===== src/rtl/xpt_cfg_pkg.sv =====
package xpt_cfg_pkg;

   // decoder implementation variants
   typedef enum logic {
      DEC_SHIFT   = 1'b0,
      DEC_COMPARE = 1'b1
   } dec_style_e;

   // position of the lowest bit of an output field in the chain;
   // chain bit 0 always holds the clamp flag (last bit shifted in)
   function automatic int field_base(input int out_idx, input int field_w);
      return 1 + out_idx * field_w;
   endfunction

   function automatic int chain_len(input int num_out, input int field_w);
      return num_out * field_w + 1;
   endfunction

endpackage


===== src/rtl/xpt_sync.sv =====
module xpt_sync #(
   parameter int              WIDTH   = 1,
   parameter int              STAGES  = 2,
   parameter logic [WIDTH-1:0] RST_VAL = '0
) (
   input  logic             clk,
   input  logic             rst,
   input  logic [WIDTH-1:0] d,
   output logic [WIDTH-1:0] q
);

   generate
      if (STAGES < 2) begin : g_bad_stages
         $error("xpt_sync: STAGES must be at least 2");
      end
      if (WIDTH < 1) begin : g_bad_width
         $error("xpt_sync: WIDTH must be at least 1");
      end
   endgenerate

   logic [WIDTH-1:0] stg [STAGES];

   always_ff @(posedge clk or posedge rst) begin
      if (rst) begin
         for (int i = 0; i < STAGES; i++) stg[i] <= RST_VAL;
      end else begin
         stg[0] <= d;
         for (int i = 1; i < STAGES; i++) stg[i] <= stg[i-1];
      end
   end

   assign q = stg[STAGES-1];

endmodule


===== src/rtl/xpt_shift_chain.sv =====
module xpt_shift_chain #(
   parameter int CHAIN_W = 97
) (
   input  logic               clk,
   input  logic               rst,
   input  logic               sclk_s,
   input  logic               csn_s,
   input  logic               sdi_s,
   output logic               shift_fire,
   output logic [CHAIN_W-1:0] chain_q,
   output logic               tail_bit
);

   generate
      if (CHAIN_W < 2) begin : g_bad_len
         $error("xpt_shift_chain: CHAIN_W must be at least 2");
      end
   endgenerate

   logic sclk_prev;

   always_ff @(posedge clk or posedge rst) begin
      if (rst) sclk_prev <= 1'b0;
      else     sclk_prev <= sclk_s;
   end

   // rising edge of the synchronised shift clock, gated by select
   assign shift_fire = sclk_s & ~sclk_prev & ~csn_s;

   always_ff @(posedge clk or posedge rst) begin
      if (rst)             chain_q <= '0;
      else if (shift_fire) chain_q <= {chain_q[CHAIN_W-2:0], sdi_s};
   end

   assign tail_bit = chain_q[CHAIN_W-1];

endmodule


===== src/rtl/xpt_hold_latch.sv =====
module xpt_hold_latch #(
   parameter int W = 97
) (
   input  logic         clk,
   input  logic         rst,
   input  logic         hold_s,
   input  logic [W-1:0] d,
   output logic [W-1:0] q
);

   // clocked model of a level latch: follows d while hold is low
   always_ff @(posedge clk or posedge rst) begin
      if (rst)          q <= '0;
      else if (!hold_s) q <= d;
   end

endmodule


===== src/rtl/xpt_row_decoder.sv =====
module xpt_row_decoder
   import xpt_cfg_pkg::*;
#(
   parameter int         NUM_IN    = 32,
   parameter int         SEL_W     = 5,
   parameter dec_style_e DEC_STYLE = DEC_COMPARE
) (
   input  logic              en,
   input  logic [SEL_W-1:0]  sel,
   output logic [NUM_IN-1:0] row
);

   generate
      if (NUM_IN > (1 << SEL_W)) begin : g_bad_sel
         $error("xpt_row_decoder: SEL_W too narrow for NUM_IN");
      end

      if (DEC_STYLE == DEC_SHIFT) begin : g_shift
         assign row = en ? (NUM_IN'(1) << sel) : '0;
      end else begin : g_compare
         always_comb begin
            for (int i = 0; i < NUM_IN; i++)
               row[i] = en && (sel == SEL_W'(i));
         end
      end
   endgenerate

endmodule


===== src/rtl/xpt_cfg_ctrl.sv =====
module xpt_cfg_ctrl
   import xpt_cfg_pkg::*;
#(
   parameter int         NUM_OUT     = 16,
   parameter int         NUM_IN      = 32,
   parameter int         SYNC_STAGES = 2,
   parameter dec_style_e DEC_STYLE   = DEC_COMPARE
) (
   input  logic                      clk,
   input  logic                      rst,
   input  logic                      sclk,
   input  logic                      csn,
   input  logic                      sdi,
   input  logic                      upd,
   output logic                      sdo,
   output logic [NUM_OUT*NUM_IN-1:0] route_sel,
   output logic [NUM_OUT-1:0]        out_en,
   output logic                      clamp_en
);

   localparam int SEL_W   = (NUM_IN > 1) ? $clog2(NUM_IN) : 1;
   localparam int FIELD_W = SEL_W + 1;
   localparam int CHAIN_W = chain_len(NUM_OUT, FIELD_W);

   generate
      if (NUM_OUT < 1) begin : g_bad_out
         $error("xpt_cfg_ctrl: NUM_OUT must be at least 1");
      end
      if (NUM_IN < 2) begin : g_bad_in
         $error("xpt_cfg_ctrl: NUM_IN must be at least 2");
      end
   endgenerate

   logic upd_s, csn_s, sclk_s, sdi_s;
   logic shift_fire;
   logic [CHAIN_W-1:0] chain_q;
   logic [CHAIN_W-1:0] latch_q;

   // idle values: update holding, select inactive
   xpt_sync #(
      .WIDTH  (4),
      .STAGES (SYNC_STAGES),
      .RST_VAL(4'b1100)
   ) u_sync (
      .clk(clk),
      .rst(rst),
      .d  ({upd, csn, sclk, sdi}),
      .q  ({upd_s, csn_s, sclk_s, sdi_s})
   );

   xpt_shift_chain #(.CHAIN_W(CHAIN_W)) u_chain (
      .clk       (clk),
      .rst       (rst),
      .sclk_s    (sclk_s),
      .csn_s     (csn_s),
      .sdi_s     (sdi_s),
      .shift_fire(shift_fire),
      .chain_q   (chain_q),
      .tail_bit  (sdo)
   );

   xpt_hold_latch #(.W(CHAIN_W)) u_latch (
      .clk   (clk),
      .rst   (rst),
      .hold_s(upd_s),
      .d     (chain_q),
      .q     (latch_q)
   );

   assign clamp_en = latch_q[0];

   generate
      for (genvar k = 0; k < NUM_OUT; k++) begin : g_out
         localparam int BASE = field_base(k, FIELD_W);
         assign out_en[k] = latch_q[BASE+SEL_W];
         xpt_row_decoder #(
            .NUM_IN   (NUM_IN),
            .SEL_W    (SEL_W),
            .DEC_STYLE(DEC_STYLE)
         ) u_dec (
            .en (latch_q[BASE+SEL_W]),
            .sel(latch_q[BASE +: SEL_W]),
            .row(route_sel[k*NUM_IN +: NUM_IN])
         );
      end
   endgenerate

endmodule


===== config.mk =====
export PLATFORM = sky130hd
export DESIGN_NAME = xpt_cfg_ctrl
export DESIGN_NICKNAME = d
export VERILOG_FILES = /design/src/rtl/xpt_cfg_pkg.sv /design/src/rtl/xpt_sync.sv /design/src/rtl/xpt_shift_chain.sv /design/src/rtl/xpt_hold_latch.sv /design/src/rtl/xpt_row_decoder.sv /design/src/rtl/xpt_cfg_ctrl.sv
export SDC_FILE = /design/constraint.sdc
export NUM_CORES = 1
export LEC_CHECK = 0
export ABC_AREA = 1
export CAP_MARGIN = 40
export CORE_AREA = 2 2 208 210
export DETAILED_ROUTE_END_ITERATION = 12
export DIE_AREA = 0 0 210 212
export GPL_TIMING_DRIVEN = 0
export HOLD_SLACK_MARGIN = 0.15
export PLACE_DENSITY_LB_ADDON = 0.1
export RECOVER_POWER = 25
export SLEW_MARGIN = 0
export SYNTH_ARGS = -nofsm -noshare
export SYNTH_HDL_FRONTEND = slang
export SYNTH_HIERARCHICAL = 1
export SYNTH_SLANG_ARGS = --single-unit

===== constraint.sdc =====
create_clock -name clk -period 4.1 [get_ports clk]
set_input_delay 0.615 -clock clk [delete_from_list [all_inputs] [get_ports clk]]
set_output_delay 0.615 -clock clk [all_outputs]
set_load 0.03 [all_outputs]

# Word level (Yosys, flattened, before mapping)
# Index checks and enable logic that the tools add are counted.
# word_totals
register_bits	203
inputBits	6
wordCells	1033
# op_classes
n_eq_ne	496
bitwise	4
reduce_logical	528
# op_table
op	n
$eq A5 B5 Y1 const B	256
$eq A5 B4 Y1 const B	128
$logic_and A1 B1 Y1	512
$eq A5 B3 Y1 const B	64
$eq A5 B2 Y1 const B	32
$eq A5 B1 Y1 const B	16
$logic_not A5 Y1	16
$and A1 B1 Y1	2
$not A1 Y1	2

# Logic depth before layout (Yosys ltp)
# Gate-level depths: netlist of run 1.
# depth
ltp_word	3
depth_mapped	7

# Cells and area by module
# Netlist of run 1, hierarchy kept.
# modules_own_cells
mod	area_per_inst_um2	cells_each	seq_area_each_um2	instances
xpt_row_decoder	266.5	67	0.0	16
xpt_shift_chain	4030.1	436	2452.4	1
xpt_hold_latch	3672.3	411	2427.3	1
xpt_sync	239.0	13	205.2	1

# Least setup slack after synthesis of run 1
# No wires, ideal clock.
# synth_timing
path_type	reg2out
start	register u_latch.q[24]
end	output port route_sel[112]
required_ps	3485
path_stages_with_launch	4
path_slack_ps	2146
t_arrival_ps	1339
cell_sequence	dfrtp_1 > nand2_1 > buf_2 > nor2_1
# synth_via
elab_chain_cells	1
# synth_rtl
item	line_no	rtl
start: declaration	xpt_hold_latch.sv:8	output logic [W-1:0] q
start signal: assignment	xpt_hold_latch.sv:13	if (rst) q <= '0;
start signal: assignment	xpt_hold_latch.sv:14	else if (!hold_s) q <= d;
$logic_and A1 B1 Y1	xpt_row_decoder.sv:23	row[i] = en && (sel == SEL_W'(i));
end: declaration	xpt_cfg_ctrl.sv:16	output logic [NUM_OUT*NUM_IN-1:0] route_sel,
# No other way between the ends.

# Worst setup path in the final report of run 1
# layout_timing
start	register u_latch.q[80]
end	output port route_sel[432]
# layout_via
elab_chain_cells	2
# layout_rtl
item	line_no
$eq A5 B5 Y1	xpt_row_decoder.sv:23
$logic_and A1 B1 Y1	xpt_row_decoder.sv:23
# No other way between the ends.

==> impl_metrics.json, run 1 <==
{
  "outcome": "finished with violations",
  "violations": "capacitance limit, slew limit",
  "final_nets": 2497,
  "cpMaxStageDelayCell": "clkdlybuf4s50_1",
  "whs_ps": 349.1,
  "drv_cap": 2,
  "drc": 0,
  "num_antenna_cells": 0,
  "ant_nets": 0,
  "cts_tree": "built",
  "synth_nets": 1937,
  "avgSynthCellArea_um2": 6.319,
  "critPathMaxFanout": 5,
  "grt_pass1_wl_mm": 68.24,
  "skew_ps": 8.273,
  "slew_viol_final": 96,
  "die_h_um": 212,
  "fin_total_pwr_w": 0.004254,
  "grt_pass1_vias": 13130,
  "dieArea_um2": 44520,
  "reg2reg_slack_ps": 1250,
  "stdcell_area_um2": 18910,
  "start_kind": "flop",
  "r2r.worst_path.cells": 7,
  "antenna_found_initial": 3,
  "grt_max_degree": 52,
  "final_cell_mix": "nand2_1 (805), nor2_1 (544), clkdlybuf4s50_1 (530)",
  "cp_cell_sequence": "nor2_1, nand2_1, nor2_1, clkdlybuf4s50_1",
  "crit_cells": 4,
  "initial_core_util_pct": 28.71,
  "ctsHoldBuffers": 0,
  "setup_tns_ps": 0,
  "via_count": 13840,
  "crit_required_ps": 3480,
  "rsz0062_at_grt": "no",
  "dpl.cell_count": 3014,
  "final_common_cell": "nand2_1",
  "crit_arrival_ps": 2280,
  "leakage_nw": 7.885,
  "final_layout_size_suffix_gt1_share_pct": 6.752,
  "postCtsSetupRepairBufs": 0,
  "initialDrtViolationCount": 855,
  "setup_violations": 0,
  "crit_path_start": "u_latch/q[80]",
  "syn_area_um2": 12200,
  "globalplace.congestion": 0.8584,
  "reg2reg_to": "u_latch/q[47]",
  "dp_hpwl_mm": 33.09,
  "worstSetupPathType": "reg2out",
  "hold_viol": 0,
  "viasPerCell": 4.539,
  "grt-ovfl-total": 0,
  "power_density_nw_per_um2": 224.9,
  "layout_min_cycle_time_ps": 2899,
  "core_area_um2": 42510,
  "routedWlPerCell_um": 13.97,
  "placed_area_um2": 18300,
  "ctsLongestPathBuffers": 3,
  "hold_path.class": "reg2reg",
  "clk_pin_slew_worst_paths_ps": 60,
  "crit_end": "route_sel[432]",
  "ctsResizeCount": 0,
  "pin_count": 536,
  "fmax_mhz": 344.9,
  "setup.worst_path.end_class": "output port",
  "slowest_delay_ps": 720,
  "worst-path-buf-inv": 1,
  "maxSlewHeadroom_pct": -53.54,
  "syn_to_final_growth_pct": 55.01,
  "cts.sinks": 203,
  "rows": 76,
  "cts-root-buf": "clkbuf_16",
  "dr.pass1.iters": 5,
  "port_buffers": 535,
  "clkLatencyLatePin_ps": 500,
  "die_w_um": 210,
  "cts_max_level": 1,
  "min_period_over_period_pct": 70.71,
  "crit_path_frequent_cell": "nor2_1",
  "cp_top_family": "buffers and inverters",
  "worstMarginPinSlew_ps": 2291,
  "r2r_start": "u_sync/q[3]",
  "vdd_drop_max_mv": 0.2449,
  "numCtsBuffers": 21,
  "grt_use_total_pct": 18.28,
  "yosysWarnings": 6,
  "routed_wl_mm": 42.59,
  "syn-instance-count": 1931,
  "layoutNonFillerInstCount": 3049
}
[stage by stage]
| stage | setup WS, ps | util [%] |
|---|---|---|
| 2_1_floorplan | 922.9 | - |
| 3_3_place_gp | -768.8 | 42.91 |
| 3_5_place_dp | 1740 | 43.05 |
| 4_1_cts | 1178 | 44.60 |
| 5_1_grt | 1011 | 44.50 |
| 6_report | 1201 | 44.50 |
[final cells by class]
class,instances,area (um^2)
buffer,99,555.5
clock buffer,35,658.1
fill,4403,23590
inverter,118,446.7
multi-input combinational,1511,6076
sequential,203,5085
tap,546,683.2
timing repair buffer,537,5410
[worst reg2reg max path, delay by kind of cell (launching register included)]
kind / cells / cell delay (ps)
flip-flops: 1 / 510
buffers and inverters: 5 / 2120
AND/OR/NAND/NOR: 2 / 120
[state kept, by name (all words and copies together), names as in the netlist]
name and flops:
u_sync/stg 4, u_chain/chain_q 97, u_chain/sclk_prev 1, u_sync/q 4, u_latch/q 97
[worst min path at each step]
stage                  start     endpoint  slack (ps)  cells after the start
3_3_place_gp   u_sync/stg[5]  u_sync/q[1]         330                      0
6_report       u_sync/stg[4]  u_sync/q[0]         350                      0
3_5_place_dp   u_sync/stg[5]  u_sync/q[1]         330                      0
4_1_cts        u_sync/stg[4]  u_sync/q[0]         350                      0
2_1_floorplan  u_sync/stg[4]  u_sync/q[0]         330                      0
5_1_grt        u_sync/stg[4]  u_sync/q[0]         360                      0
[report_power, final]
part           total (W)  switching [W]  internal [W]
sequential       0.00209      0.0000407       0.00205
clock            0.00185       0.000764       0.00108
combinational   0.000319       0.000234     0.0000849
[metal layers]
metal / GRT usage [%] / vias up / part of all wire [%] / routed length, um
met5: 0 / - / 0 / 0
met4: 4.060 / 0 / 2.1 / 890
met3: 3.471 / 53 / 5.9 / 2529
met2: 30.86 / 416 / 47 / 19940
met1: 24.35 / 6411 / 45 / 19240
li1: - / 6958 / - / -
(Power assumes the default switching activity.)
==> run 2: changes to the inputs <==
clock period = 2.7 ns   (was 4.1 ns; I/O delays follow)
==> run 2 against run 1 <==
The flow now finishes without violations. Wire length increased by 0.61%. Die area stayed put. Global-route usage is 0.27 points higher. Cell area about the same. Critical endpoint is now route_sel[72]. Largest power group unchanged. Highest routed layer is now met5.
==> impl_metrics.json, run 2 (synthesis gave the netlist of run 1 again) <==
{
  "outcome": "finished clean",
  "initial_core_util_pct": 28.71,
  "routedWlPerCell_um": 14.05,
  "dp_hpwl_mm": 33.82,
  "reg.largest.list": "u_chain/chain_q x97, u_latch/q x97",
  "drv_cap": 0,
  "clkLatencyLatePin_ps": 490,
  "hold-path-endpoint": "u_sync/q[0]",
  "power.share.clock_pct": 42.8,
  "setup.worst_path.end_class": "output port",
  "final_layout_size_suffix_gt1_share_pct": 7.026,
  "num_antenna_cells": 0,
  "p_switching_w": 0.001563,
  "antenna_found_initial": 3,
  "hold_depth": 0,
  "final_cell_mix": "nand2_1 (805), nor2_1 (542), clkdlybuf4s50_1 (500)",
  "r2r.worst_path.cells": 7,
  "critPathMaxFanout": 10,
  "reg2reg_to": "u_latch/q[64]",
  "leakage_nw": 8.399,
  "initialDrtViolationCount": 849,
  "viasPerCell": 4.526,
  "dieArea_um2": 44520,
  "power_density_nw_per_um2": 337.1,
  "dp_slack_ps": 532.7,
  "cts-root-buf": "clkbuf_16",
  "grt-ovfl-total": 0,
  "pin_count": 536,
  "grt_pass1_wl_mm": 69.13,
  "p_seq_share_pct": 49.7,
  "cts_tree": "built",
  "routed_wl_mm": 42.86,
  "crit_arrival_ps": 2190,
  "cts.sinks": 203,
  "die_w_um": 210,
  "intPower_w": 0.004816,
  "skew_ps": 10.74,
  "crit_required_ps": 2300,
  "switching_share_pct": 24.50,
  "maxSlewHeadroom_pct": 5.572,
  "final_nets": 2499,
  "rows": 76,
  "fin_ws_ps": 101.7,
  "whs_ps": 348.8,
  "final_common_cell": "nand2_1",
  "clk_pin_slew_worst_paths_ps": 60,
  "dr.pass1.iters": 5,
  "ant_nets": 0,
  "hold_path.class": "reg2reg",
  "ctsHoldBuffers": 0,
  "port_buffers": 535,
  "globalplace.congestion": 0.8993,
  "start_kind": "flop",
  "worstMarginPinSlew_ps": 1409,
  "drc": 0,
  "min_period_over_period_pct": 96.23,
  "setup_tns_ps": 0,
  "core_area_um2": 42510,
  "grt_use_total_pct": 18.55,
  "grt_max_degree": 39,
  "hp-start": "u_sync/stg[4]",
  "die_h_um": 212,
  "numCtsBuffers": 21,
  "setup_violations": 0,
  "syn_to_final_growth_pct": 55.11,
  "reg2reg_slack_ps": 440,
  "via_count": 13810,
  "hold_viol": 0,
  "r2r_start": "u_sync/q[3]",
  "ctsLongestPathBuffers": 3,
  "cts_max_level": 1,
  "combinationalPowerShare_pct": 7.5,
  "grt_pass1_vias": 13230,
  "layout_min_cycle_time_ps": 2598,
  "slew_viol_final": 0,
  "worstSetupPathType": "reg2out",
  "fmax_mhz": 384.9,
  "vdd_drop_max_mv": 0.2902
}
## run 2: cell types whose count changed in the layout (fill, tap and decap cells not counted), moves of 3 or more
cell | previous run | this run
clkbuf_8 | 8 | 2
dlymetal6s2s_1 | 0 | 27
dlygate4sd2_1 | 0 | 3
buf_2 | 33 | 39
clkbuf_1 | 31 | 28
clkdlybuf4s50_1 | 530 | 500
clkbuf_2 | 0 | 4
## run 2: power by group through the flow
stage                     clock network [W]  logic, W  registers [W]
final                               0.00273  0.000476        0.00317
after CTS                           0.00285  0.000510        0.00317
after global placement                    0  0.000490        0.00323
after floorplan                           0  0.000335        0.00322
after global routing                0.00296  0.000546        0.00318
after detailed placement                  0  0.000509        0.00323
## run 2: metrics by stage
stage / total power, W / cell area [um^2] / instances / utilization (%)
2_1_floorplan: 0.003558 / 12210 / 1931 / -
3_3_place_gp: 0.003717 / 18250 / 3012 / 42.93
3_5_place_dp: 0.003738 / 18330 / 3016 / 43.12
4_1_cts: 0.006530 / 18950 / 3051 / 44.58
5_1_grt: 0.006688 / 18930 / 3051 / 44.52
6_report: 0.006379 / 18930 / 3051 / 44.52
## run 2: worst max-delay path, cell delays in order (launching register included)
cell,delay [ps]
dfrtp_1,420
nand2_1,190
buf_4,220
nor2_1,160
clkdlybuf4s50_1,700
## run 2: layout make-up
class / count / area, um^2
clock inverter: 3 / 40.04
timing repair buffer: 539 / 5439
buffer: 99 / 563.0
inverter: 118 / 447.9
tap: 546 / 683.2
multi-input combinational: 1511 / 6081
sequential: 203 / 5085
fill: 4431 / 23580
clock buffer: 32 / 586.8
## run 2: worst max-delay path by stage
stage / endpoint / slack (ps) / start
6_report: route_sel[72] / 100 / u_latch/q[18]
5_1_grt: route_sel[100] / -20 / u_latch/q[24]
4_1_cts: route_sel[147] / 2 / u_latch/q[30]
3_5_place_dp: route_sel[420] / 530 / u_latch/q[83]
3_3_place_gp: u_chain/chain_q[53] / -70 / rst
2_1_floorplan: route_sel[112] / 960 / u_latch/q[24]
## run 2: per-layer routing
layer	share of wire, %	track usage (%)	wire [um]
met1	44	24.59	19030
met2	48	31.29	20360
met3	6.2	3.575	2643
met4	1.9	4.402	797
met5	0.061	0	26
## run 2: what timing repair did
action / CTS / global route
resized for setup: 3 / 29
setup endpoints to repair: 3 / 32
buffers inserted: 0 / 0
